===== config.mk =====
export PLATFORM = sky130hd
export DESIGN_NAME = ow_search_accel
export DESIGN_NICKNAME = d
export VERILOG_FILES = /design/src/rtl/owsra_pkg.sv /design/src/rtl/owsra_decide.sv /design/src/rtl/owsra_pack.sv /design/src/rtl/ow_search_accel.sv
export SDC_FILE = /design/constraint.sdc
export NUM_CORES = 1
export LEC_CHECK = 0
export ABC_AREA = 1
export BUFFER_PORTS_ARGS = -buffer_cell sky130_fd_sc_hd__buf_2
export CORE_MARGIN = 4
export CORE_UTILIZATION = 30
export DETAILED_ROUTE_END_ITERATION = 10
export PLACE_DENSITY = 0.48
export SYNTH_ARGS = -nofsm -noshare
export SYNTH_HDL_FRONTEND = slang
export SYNTH_SLANG_ARGS = --single-unit

===== constraint.sdc =====
create_clock -name clk -period 3.74 [get_ports clk]
set_clock_uncertainty 0.1 [all_clocks]
set_input_delay 0.748 -clock clk [delete_from_list [all_inputs] [get_ports clk]]
set_output_delay 0.748 -clock clk [all_outputs]
set_load 0.1 [all_outputs]

===== src/rtl/owsra_pkg.sv =====
package owsra_pkg;
    typedef enum logic [1:0] {
        ST_IDLE = 2'd0,
        ST_SLOT = 2'd1,
        ST_GAP  = 2'd2,
        ST_DONE = 2'd3
    } st_e;

    typedef enum logic [1:0] {
        PH_ID  = 2'd0,
        PH_CMP = 2'd1,
        PH_WR  = 2'd2
    } ph_e;
endpackage


===== src/rtl/owsra_decide.sv =====
module owsra_decide (
    input  logic id_bit,
    input  logic cmp_bit,
    input  logic pref_bit,
    output logic dir_bit,
    output logic disc_bit
);
    always_comb begin
        if (id_bit != cmp_bit) begin
            dir_bit  = id_bit;       // all remaining devices agree
            disc_bit = 1'b0;
        end else if (!id_bit) begin
            dir_bit  = pref_bit;     // devices disagree: host preference
            disc_bit = 1'b1;
        end else begin
            dir_bit  = 1'b1;         // nobody answered
            disc_bit = 1'b1;
        end
    end
endmodule


===== src/rtl/owsra_pack.sv =====
module owsra_pack #(
    parameter int STEPS  = 4,
    parameter int STEP_W = 2
) (
    input  logic [2*STEPS-1:0] res_in,
    input  logic [STEP_W-1:0]  step,
    input  logic               dir_bit,
    input  logic               disc_bit,
    output logic [2*STEPS-1:0] res_out
);
    for (genvar k = 0; k < STEPS; k++) begin : g_step
        assign res_out[2*k+1] = (step == STEP_W'(k)) ? dir_bit  : res_in[2*k+1];
        assign res_out[2*k]   = (step == STEP_W'(k)) ? disc_bit : res_in[2*k];
    end
endmodule


===== src/rtl/ow_search_accel.sv =====
module ow_search_accel #(
    parameter int BYTE_W = 8
) (
    input  logic              clk,
    input  logic              rst_n,
    input  logic              search_en,
    input  logic              host_valid,
    input  logic [BYTE_W-1:0] host_data,
    output logic              host_ready,
    output logic              rsp_valid,
    output logic [BYTE_W-1:0] rsp_data,
    output logic              slot_req,
    output logic              slot_bit,
    input  logic              slot_ack,
    input  logic              slot_rbit
);
    import owsra_pkg::*;

    localparam int STEPS  = BYTE_W / 2;
    localparam int IDX_W  = $clog2(BYTE_W);
    localparam int STEP_W = $clog2(STEPS);

    typedef struct packed {
        st_e              st;
        ph_e              ph;
        logic             search;
        logic [BYTE_W-1:0] din;
        logic [BYTE_W-1:0] res;
        logic [IDX_W-1:0] idx;
        logic             id_bit;
        logic             cmp_bit;
    } regs_t;

    regs_t r_q, r_d;

    logic [STEPS-1:0]  pref_bits;
    logic              dir_bit, disc_bit, pref_bit;
    logic [BYTE_W-1:0] packed_res;

    for (genvar k = 0; k < STEPS; k++) begin : g_pref
        assign pref_bits[k] = r_q.din[2*k+1];
    end
    assign pref_bit = pref_bits[r_q.idx[STEP_W-1:0]];

    owsra_decide i_decide (
        .id_bit  (r_q.id_bit),
        .cmp_bit (r_q.cmp_bit),
        .pref_bit(pref_bit),
        .dir_bit (dir_bit),
        .disc_bit(disc_bit)
    );

    owsra_pack #(.STEPS(STEPS), .STEP_W(STEP_W)) i_pack (
        .res_in  (r_q.res),
        .step    (r_q.idx[STEP_W-1:0]),
        .dir_bit (dir_bit),
        .disc_bit(disc_bit),
        .res_out (packed_res)
    );

    always_comb begin
        r_d = r_q;
        unique case (r_q.st)
            ST_IDLE: begin
                if (host_valid) begin
                    r_d.st      = ST_SLOT;
                    r_d.ph      = PH_ID;
                    r_d.search  = search_en;
                    r_d.din     = host_data;
                    r_d.res     = '0;
                    r_d.idx     = '0;
                    r_d.id_bit  = 1'b0;
                    r_d.cmp_bit = 1'b0;
                end
            end
            ST_SLOT: begin
                if (slot_ack) begin
                    r_d.st = ST_GAP;
                    if (!r_q.search) begin
                        r_d.res[r_q.idx] = slot_rbit;
                        if (r_q.idx == IDX_W'(BYTE_W - 1)) r_d.st = ST_DONE;
                        else r_d.idx = r_q.idx + 1'b1;
                    end else begin
                        unique case (r_q.ph)
                            PH_ID: begin
                                r_d.id_bit = slot_rbit;
                                r_d.ph     = PH_CMP;
                            end
                            PH_CMP: begin
                                r_d.cmp_bit = slot_rbit;
                                r_d.ph      = PH_WR;
                            end
                            default: begin
                                r_d.res = packed_res;
                                r_d.ph  = PH_ID;
                                if (r_q.idx == IDX_W'(STEPS - 1)) r_d.st = ST_DONE;
                                else r_d.idx = r_q.idx + 1'b1;
                            end
                        endcase
                    end
                end
            end
            ST_GAP:  r_d.st = ST_SLOT;
            default: r_d.st = ST_IDLE;
        endcase
    end

    always_ff @(posedge clk) begin
        if (!rst_n) begin
            r_q.st      <= ST_IDLE;
            r_q.ph      <= PH_ID;
            r_q.search  <= 1'b0;
            r_q.din     <= '0;
            r_q.res     <= '0;
            r_q.idx     <= '0;
            r_q.id_bit  <= 1'b0;
            r_q.cmp_bit <= 1'b0;
        end else begin
            r_q <= r_d;
        end
    end

    assign host_ready = (r_q.st == ST_IDLE);
    assign rsp_valid  = (r_q.st == ST_DONE);
    assign rsp_data   = r_q.res;
    assign slot_req   = (r_q.st == ST_SLOT);
    assign slot_bit   = r_q.search ? ((r_q.ph == PH_WR) ? dir_bit : 1'b1)
                                   : r_q.din[r_q.idx];
endmodule


==> results of run 1 <==
## report_power, final
group	internal, uW	switching, uW
Clock	72.5	91.5
Combinational	78.5	264
Sequential	309	28.5
## cell type report
cell class              count  area, um2  share of cell area (%)
multi-input cells         180        876                    49.1
flip-flops and latches     26        520                    29.2
well taps                  70       87.6                    4.91
inverters                  36        135                    7.57
clock buffers               3       41.3                    2.31
repair buffers             25        125                    7.01
## worst max path at each step
stage                 from  endpoint  slack (ps)  cells past startpoint
detailed placement  r_q[2]  slot_bit        1260                      9
finish              r_q[3]  slot_bit         940                      8
global placement    r_q[2]  slot_bit        1290                      9
floorplan           r_q[2]  slot_bit        1240                      9
global route        r_q[2]  slot_bit         810                      9
CTS                 r_q[2]  slot_bit         940                      9
## worst max-delay path, stage by stage, from the launching register on
cell and delay (ps):
dfxtp_1 390, inv_1 220, nand3_1 160, o21ai_0 230, nor2_1 80, nand2_1 70
nand2_1 60, inv_1 50, buf_2 410
## metal layers
metal  part of all wire [%]  track usage (%)
met5                      0                0
met4                    1.5             4.90
met3                    4.9             2.22
met2                     45             21.1
met1                     48             18.0
## through the flow
stage                     util (%)  setup slack (ps)  total power (uW)  hold slack (ps)  area, um2
after floorplan                  -              1240               637              325       1620
after global placement        33.7              1290               687              365       1740
after detailed placement      33.7              1260               686              365       1740
after CTS                     34.5               942               853              378       1790
after global routing          34.5               805               901              432       1790
final                         34.5               942               844              386       1790
## layout by cell type (no fill, tap or decap), types with 3 or more instances in the layout
| cell type | synthesis | layout |
|---|---|---|
| nand2_1 | 52 | 52 |
| nor2_1 | 38 | 38 |
| inv_1 | 30 | 30 |
| dfxtp_1 | 26 | 26 |
| buf_2 | 2 | 25 |
| o21ai_0 | 21 | 21 |
| a21oi_1 | 18 | 18 |
| nand3_1 | 14 | 14 |
| nand4_1 | 7 | 7 |
| o21ai_1 | 7 | 7 |
| inv_2 | 6 | 6 |
| ha_1 | 6 | 6 |
| nor3_1 | 3 | 3 |
| nand2_2 | 3 | 3 |
| clkbuf_8 | 0 | 3 |
## sequential cells by signal (all words and copies together) (netlist names)
name,count
r_q,14
rsp_data,8
pref_bits,4
## kinds of logic (layout without fill, tap and decap cells)
logic type      after synthesis  in the layout
fa+ha+maj                     6              6
simple gates                122            122
flops                        26             26
compound gates               52             52
buf+inv                      49             64
==> impl_metrics.env, run 1 <==
export IMPL_worstPathArrival_ps=1950
export IMPL_worstSetupStartpointType="register"
export IMPL_avgViaCountPerCell=4.67
export IMPL_ys_types=25
export IMPL_syn_num_nets=275
export IMPL_synth_most_common_cell="nand2_1"
export IMPL_start_util_pct=31.3
export IMPL_synth_seq_cells=26
export IMPL_max_freq_mhz=357
export IMPL_yosys_most_used_dff="dfxtp_1"
export IMPL_clkTransAtPathRegs_ps=90
export IMPL_ir_worst_vdd_mv=0.129
export IMPL_cts_sinks=26
export IMPL_synth_area_leaders="dfxtp_1 (32%), nand2_1 (12%), nor2_1 (8.8%), inv_1 (7.0%), o21ai_0 (6.5%)"
export IMPL_route_detailed_drc=0
export IMPL_hp_class="reg2reg"
export IMPL_dp_cells=337
export IMPL_synth_simple_area_share_pct=32.7
export IMPL_grt_max_degree=23
export IMPL_grt_pass1_wl_mm=6.79
export IMPL_worstSetupEndpointType="primary output"
export IMPL_rows=26
export IMPL_async_flop_share_pct=0
export IMPL_setup_viol=0
export IMPL_drtAntennaViolNets=0
export IMPL_fin_crit_ps=2800
export IMPL_synth_xor_area_share_pct=0
export IMPL_fp_dieW_um=81.4
export IMPL_core_um2=5170
export IMPL_numCtsBuffers=3
export IMPL_power_per_cell_area_nw_per_um2=473
export IMPL_grt_overflow=0
export IMPL_die_h_um=81.4
export IMPL_final_fill_count=582
export IMPL_finalSetupTns_ps=0
export IMPL_clock_latency_ps=280
export IMPL_clockBufferDepth=2
export IMPL_ys_warn_count=0
export IMPL_htreeDepth=1
export IMPL_fin_cells=340
export IMPL_port_buffers=25
export IMPL_status="finished, final reports clean"
export IMPL_cp_max_fo=8
export IMPL_area_growth_pct=10.4
export IMPL_yosysTopAreaCellShare_pct=32.2
export IMPL_syn_avg_cell_area_um2=6.34
export IMPL_drive_above_1_share_pct=15.9
export IMPL_firstDrtPassIters=4
export IMPL_tritoncts="yes"
export IMPL_cap_violations=0
export IMPL_wl_per_cell_um=12.1
export IMPL_synth_edf_count=0
export IMPL_cts_root_buf="clkbuf_8"
export IMPL_place_congestion=0.892
export IMPL_die_area_um2=6630
export IMPL_synth_top_family_by_area="simple AND/OR/NAND/NOR gates"
export IMPL_hold_depth=2
export IMPL_ys_seq_area_share_pct=32.2
export IMPL_tightest_slew_ps=487
export IMPL_pin_count=26
export IMPL_final_max_slew_violation_count=0
export IMPL_cts_setup_buffers=0
export IMPL_holdPathEnd="r_q[13]"
export IMPL_hold_start="r_q[13]"
export IMPL_yosys_area_share_adder_pct=4.64
export IMPL_reg2reg_depth=9
export IMPL_regToRegStartpoint="r_q[24]"
export IMPL_synthTopCellsByCount="nand2_1 (52), nor2_1 (38), inv_1 (30)"
export IMPL_diodes=0
export IMPL_routed_wl_mm=4.12
export IMPL_required_ps=2890
export IMPL_p_leak_uw=0.000849
export IMPL_antenna_found_initial=0
export IMPL_cts_hold_buf=0
export IMPL_nets=292
export IMPL_hold_violations=0
export IMPL_postCtsResizedCells=0
export IMPL_finalCritPeriodShare_pct=74.8
export IMPL_ff2ff_setup_slack_ps=1960
export IMPL_yosys_area_top_type="dfxtp_1"
export IMPL_critPathKind="reg2out"
export IMPL_rsz0062_at_grt="false"
export IMPL_synth_compound_area_share_pct=16.9
export IMPL_track_usage_pct=13.3
export IMPL_r2r_end="r_q[1]"
export IMPL_drtIter0Drc=105
export IMPL_synthMuxAreaShare_pct=0
export IMPL_max_slew_margin_pct=67.8
export IMPL_hpwlAfterDp_mm=3.21
export IMPL_dr_total_vias=1587
export IMPL_synthCells=255
export IMPL_netlist_area_um2=1620
export IMPL_grt_pass1_vias=1428
No activity file was read; power rests on OpenSTA's default activity.
==> inputs of run 2 (changes only) <==
--- a/config.mk
+++ b/config.mk
@@ -5,7 +5,7 @@
 export SDC_FILE = /design/constraint.sdc
 export NUM_CORES = 1
 export LEC_CHECK = 0
-export ABC_AREA = 1
+export ABC_AREA = 0
 export BUFFER_PORTS_ARGS = -buffer_cell sky130_fd_sc_hd__buf_2
 export CORE_MARGIN = 4
 export CORE_UTILIZATION = 30
==> constraint.sdc (replaced) <==
create_clock -name clk -period 2.7 [get_ports clk]
set_clock_uncertainty 0.1 [all_clocks]
set_input_delay 0.54 -clock clk [delete_from_list [all_inputs] [get_ports clk]]
set_output_delay 0.54 -clock clk [all_outputs]
set_load 0.1 [all_outputs]
==> run 2 against run 1 <==
Sequential share of layout area down 1.6 points. Clock power up 39%. Routed wire length up 6.7%. Critical path depth down 3. Worst hold slack worse by 28 ps. Non-clock buffer count up 8. Global-route usage about the same. Combinational power down 35%. First-iteration DRC count down 25%. Register-to-register slack worse by 1500 ps. Total power up 2.9%. Largest power group is now sequential cells. Highest routed layer unchanged.
==> impl_metrics.env, run 2 <==
export IMPL_cap_violations=0
export IMPL_rsz0062_at_grt="false"
export IMPL_area_growth_pct=12.0
export IMPL_syn_num_nets=225
export IMPL_ir_worst_vdd_mv=0.252
export IMPL_wl_per_cell_um=15.1
export IMPL_die_area_um2=6890
export IMPL_drtAntennaViolNets=0
export IMPL_ys_warn_count=0
export IMPL_largest_reg_flops=14
export IMPL_cts_root_buf="clkbuf_8"
export IMPL_syn_avg_cell_area_um2=8.23
export IMPL_track_usage_pct=13.3
export IMPL_final_fill_count=606
export IMPL_grt_pass1_vias=1474
export IMPL_cts_hold_buf=0
export IMPL_grt_max_degree=23
export IMPL_crit_path_cell_trace="mux2i_1, o21ai_0, a2111oi_1, a21oi_2, clkbuf_4"
export IMPL_drtIter0Drc=79
export IMPL_critPathKind="reg2out"
export IMPL_firstDrtPassIters=4
export IMPL_placed_area_um2=1840
export IMPL_cp_slowest_cell="a2111oi_1"
export IMPL_pin_count=26
export IMPL_routed_wl_mm=4.39
export IMPL_finalSetupTns_ps=0
export IMPL_nets=241
export IMPL_final_max_slew_violation_count=0
export IMPL_rows=27
export IMPL_cts_sinks=26
export IMPL_cts_setup_buffers=0
export IMPL_synth_area_leaders="dfxtp_1 (31%), mux2i_1 (9.5%), ha_1 (4.4%), nor2_1 (4.4%), buf_4 (4.0%)"
export IMPL_top_register="r_q"
export IMPL_netlist_area_um2=1690
export IMPL_fp_dieW_um=83.0
export IMPL_avgViaCountPerCell=5.12
export IMPL_dr_total_vias=1491
export IMPL_final_common_cell="dfxtp_1"
export IMPL_final_cell_mix="dfxtp_1 (25), buf_2 (24), nor2_1 (20), nand2_1 (17), mux2i_1 (16)"
export IMPL_hp_class="reg2reg"
export IMPL_yosysTopAreaCellShare_pct=30.8
export IMPL_worstSetupEndpointType="primary output"
export IMPL_clkTransAtPathRegs_ps=100
export IMPL_port_buffers=25
export IMPL_worstSetupStartpointType="register"
export IMPL_yosys_most_used_dff="dfxtp_1"
export IMPL_start_util_pct=30.8
export IMPL_core_um2=5470
export IMPL_clockBufferDepth=2
export IMPL_power_per_cell_area_nw_per_um2=459
export IMPL_ys_seq_area_share_pct=30.8
export IMPL_synthCells=205
export IMPL_hpwlAfterDp_mm=3.21
export IMPL_tritoncts="yes"
export IMPL_grt_pass1_wl_mm=7.62
export IMPL_finalWorstSetupSlack_ps=181
export IMPL_synth_most_common_cell="dfxtp_1"
export IMPL_synthTopCellsByCount="dfxtp_1 (26), nor2_1 (20), nand2_1 (17)"
export IMPL_max_freq_mhz=397
export IMPL_antenna_found_initial=0
export IMPL_yosys_area_top_type="dfxtp_1"
export IMPL_numCtsBuffers=3
export IMPL_ys_types=42
export IMPL_hold_ws_ps=359
export IMPL_status="finished, final reports clean"
export IMPL_clock_latency_ps=280
export IMPL_final_area_um2=1890
export IMPL_required_ps=2060
export IMPL_htreeDepth=1
export IMPL_route_detailed_drc=0
export IMPL_place_ws_ps=299
export IMPL_cp_max_fo=9
export IMPL_finalCritPeriodShare_pct=93.3
export IMPL_cp_slowest_stage_delay_ps=490
export IMPL_drive_above_1_share_pct=20.5
export IMPL_place_congestion=0.776
export IMPL_ff2ff_setup_slack_ps=510
export IMPL_diodes=0
export IMPL_synth_edf_count=0
export IMPL_synth_seq_cells=26
export IMPL_hold_violations=0
export IMPL_max_slew_margin_pct=55.9
export IMPL_async_flop_share_pct=0
export IMPL_fin_crit_ps=2520
export IMPL_die_h_um=83.0
export IMPL_p_leak_uw=0.000743
export IMPL_grt_overflow=0
export IMPL_worstPathArrival_ps=1880
export IMPL_setup_viol=0
export IMPL_tightest_slew_ps=662
run 2: changes by cell type after synthesis, moves of 7 or more:
cell / delta
nand2_1: -35
inv_1: -20
nor2_1: -18
o21ai_0: -18
mux2i_1: +16
a21oi_1: -8
buf_2: +7
o21ai_1: -7
run 2: path summary, 6_finish.rpt:
path / cells past startpoint / start / end
worst max-delay path: 5 / r_q[2] / slot_bit
worst min register to register: 2 / rsp_data[0] / rsp_data[0]
worst min-delay path: 2 / rsp_data[0] / rsp_data[0]
worst max register to register: 7 / r_q[3] / r_q[4]
run 2: cell type report:
type | instances | area [um2] | area share [%]
multi-input combinational | 147 | 1010 | 53.5
inverter | 10 | 37.5 | 1.99
sequential | 26 | 522 | 27.6
timing repair buffer | 33 | 188 | 9.93
clock buffer | 3 | 41.3 | 2.18
tap | 72 | 90.1 | 4.77
run 2: power breakdown:
part,leakage [uW],total (uW),switching (uW),internal [uW]
Combinational,0.000510,222,148,73.4
Sequential,0.000212,419,19.4,399
Clock,0.0000216,228,128,100
Total,0.000743,869,296,573
run 2: critical path, delay by kind of cell (launching register included):
kind,cells,cell delay (ps)
buffers and inverters,1,290
DFF,1,440
muxes,1,200
AOI/OAI and AO/OA,3,680
run 2: cells by family (layout without fill, tap and decap cells):
group                      Yosys count  in the layout  share of synthesized area [%]
muxes                               16             16                           9.49
xor gates and xnor gates             1              1                          0.519
and+or+nand+nor                     76             76                           22.9
DFF                                 26             26                           30.8
AOI/OAI and AO/OA                   48             48                           22.0
buffers and inverters               32             46                           9.78
adders and majority gates            6              6                           4.45
run 2: through the flow:
stage | cells | util (%) | total power [uW]
after global placement | 288 | 33.7 | 648
final | 291 | 34.5 | 869
after CTS | 291 | 34.5 | 881
after global routing | 291 | 34.5 | 914
after detailed placement | 288 | 33.7 | 648
after floorplan | 205 | - | 597
run 2: metal layers:
metal / part of all wire (%) / GRT usage, %
met5: 0 / 0
met1: 48 / 18.9
met3: 5.7 / 2.98
met4: 0.84 / 3.27
met2: 46 / 20.2
run 2: timing repair:
| item | CTS | global route |
|---|---|---|
| pin swaps | 0 | 0 |
| endpoints found under the setup margin | 1 | 1 |
| resized for setup | 1 | 2 |
| gates cloned | 0 | 0 |
==> inputs of run 3 (changes only) <==
--- a/config.mk
+++ b/config.mk
@@ -8,9 +8,9 @@
 export ABC_AREA = 0
 export BUFFER_PORTS_ARGS = -buffer_cell sky130_fd_sc_hd__buf_2
 export CORE_MARGIN = 4
-export CORE_UTILIZATION = 30
+export CORE_UTILIZATION = 50
 export DETAILED_ROUTE_END_ITERATION = 10
-export PLACE_DENSITY = 0.48
+export PLACE_DENSITY = 0.72
 export SYNTH_ARGS = -nofsm -noshare
 export SYNTH_HDL_FRONTEND = slang
 export SYNTH_SLANG_ARGS = --single-unit
==> run 3 against run 2 <==
Core utilization rose by 24 points. Via count grew 4.6%. Global-route usage is 6.1 points higher. Worst hold slack worse by 18 ps. Largest power group unchanged. Total power shrank 3.9%. Critical path type unchanged. Clock power fell by 13%. Routed wire length fell by 8.3%.
==> impl_metrics.env, run 3 (synthesized netlist as in run 2, its figures left out) <==
export IMPL_status="finished, final reports clean"
export IMPL_tritoncts="yes"
export IMPL_final_cell_mix="dfxtp_1 (25), buf_2 (24), nor2_1 (20), nand2_1 (17), mux2i_1 (16)"
export IMPL_worstPathArrival_ps=1950
export IMPL_grt_pass1_vias=1468
export IMPL_dr_total_vias=1560
export IMPL_hpwlAfterDp_mm=2.96
export IMPL_final_common_cell="dfxtp_1"
export IMPL_place_congestion=0.834
export IMPL_diodes=0
export IMPL_numCtsBuffers=3
export IMPL_die_h_um=66.1
export IMPL_cts_root_buf="clkbuf_4"
export IMPL_fin_crit_ps=2590
export IMPL_cp_max_fo=9
export IMPL_routed_wl_mm=4.03
export IMPL_pin_count=26
export IMPL_core_um2=3150
export IMPL_setup_viol=0
export IMPL_drtIter0Drc=76
export IMPL_area_growth_pct=8.75
export IMPL_fin_cells=262
export IMPL_required_ps=2060
export IMPL_multiInputGateArea_um2=1010
export IMPL_rsz0062_at_grt="false"
export IMPL_nets=239
export IMPL_avgViaCountPerCell=5.95
export IMPL_rows=20
export IMPL_cts_hold_buf=0
export IMPL_firstDrtPassIters=4
export IMPL_drtAntennaViolNets=0
export IMPL_p_leak_uw=0.000732
export IMPL_grt_max_degree=23
export IMPL_power_per_cell_area_nw_per_um2=455
export IMPL_grt_overflow=0
export IMPL_htreeDepth=1
export IMPL_dp_cells=258
export IMPL_final_fill_count=297
export IMPL_track_usage_pct=19.3
export IMPL_drive_above_1_share_pct=20.2
export IMPL_tightest_slew_ps=649
export IMPL_port_buffers=25
export IMPL_final_max_slew_violation_count=0
export IMPL_finalSetupTns_ps=0
export IMPL_worstSetupStartpointType="register"
export IMPL_wl_per_cell_um=15.4
export IMPL_clock_latency_ps=320
export IMPL_start_util_pct=53.5
export IMPL_grt_pass1_wl_mm=6.67
export IMPL_largest_reg_flops=14
export IMPL_cap_violations=0
export IMPL_top_register="r_q"
export IMPL_fp_dieW_um=66.1
export IMPL_finalCritPeriodShare_pct=96.1
export IMPL_hold_violations=0
export IMPL_ir_worst_vdd_mv=0.279
export IMPL_clkTransAtPathRegs_ps=140
export IMPL_hp_class="in2reg"
export IMPL_worstSetupEndpointType="primary output"
export IMPL_critPathKind="reg2out"
export IMPL_die_area_um2=4370
export IMPL_ff_latch_area_um2=522
export IMPL_max_slew_margin_pct=56.3
export IMPL_max_freq_mhz=385
export IMPL_antenna_found_initial=0
export IMPL_clockBufferDepth=2
export IMPL_cts_sinks=26
export IMPL_power_total_uw=835
export IMPL_route_detailed_drc=0
run 3: changes by cell type in the layout (fill, tap and decap cells not counted), sizes merged:
cell / change
clkbuf: +1
buf: -2
run 3: final timing paths:
check / start / endpoint / slack (ps) / cells after the start
min reg2reg: rsp_data[6] / rsp_data[6] / 370 / 2
min: host_data[3] / pref_bits[1] / 340 / 3
max reg2reg: r_q[3] / r_q[2] / 430 / 7
max: r_q[3] / slot_bit / 110 / 5
run 3: routing by layer:
layer	GRT usage [%]	part of all wire, %	vias up
li1	-	-	759
met5	0	0	-
met3	4.08	5.2	7
met2	32.7	49	51
met1	24.6	44	743
met4	5.33	1.6	0
run 3: timing repair:
| item | in CTS | in global routing |
|---|---|---|
| endpoints found under the setup margin | 1 | 1 |
| resized for setup | 1 | 3 |
| pin swaps | 0 | 0 |
| setup buffers | 0 | 0 |
run 3: metrics by stage:
step	instance area (um2)	util, %	hold WS (ps)	worst slack, ps
floorplan	1690	-	335	102
global placement	1790	56.7	343	393
detailed placement	1790	56.7	356	353
CTS	1830	57.9	343	26.0
global route	1840	58.2	343	0.846
finish	1840	58.2	341	105
run 3: layout make-up:
| cell class | count | area share, % |
|---|---|---|
| tap | 44 | 3.00 |
| multi-input combinational | 147 | 55.1 |
| clock buffer | 4 | 1.98 |
| inverter | 10 | 2.04 |
| timing repair buffer | 31 | 9.41 |
| sequential | 26 | 28.4 |
run 3: power breakdown:
group | switching [uW] | internal [uW] | total, uW
clock | 116 | 82.5 | 198
sequential | 19.1 | 400 | 419
combinational | 146 | 71.9 | 218
total | 281 | 554 | 835
run 3: critical path, stage by stage, from the launching register on:
cell and delay (ps):
dfxtp_1 420, or3_1 460, nor2_1 180, a2111oi_2 80, a21oi_2 160, clkbuf_4 340
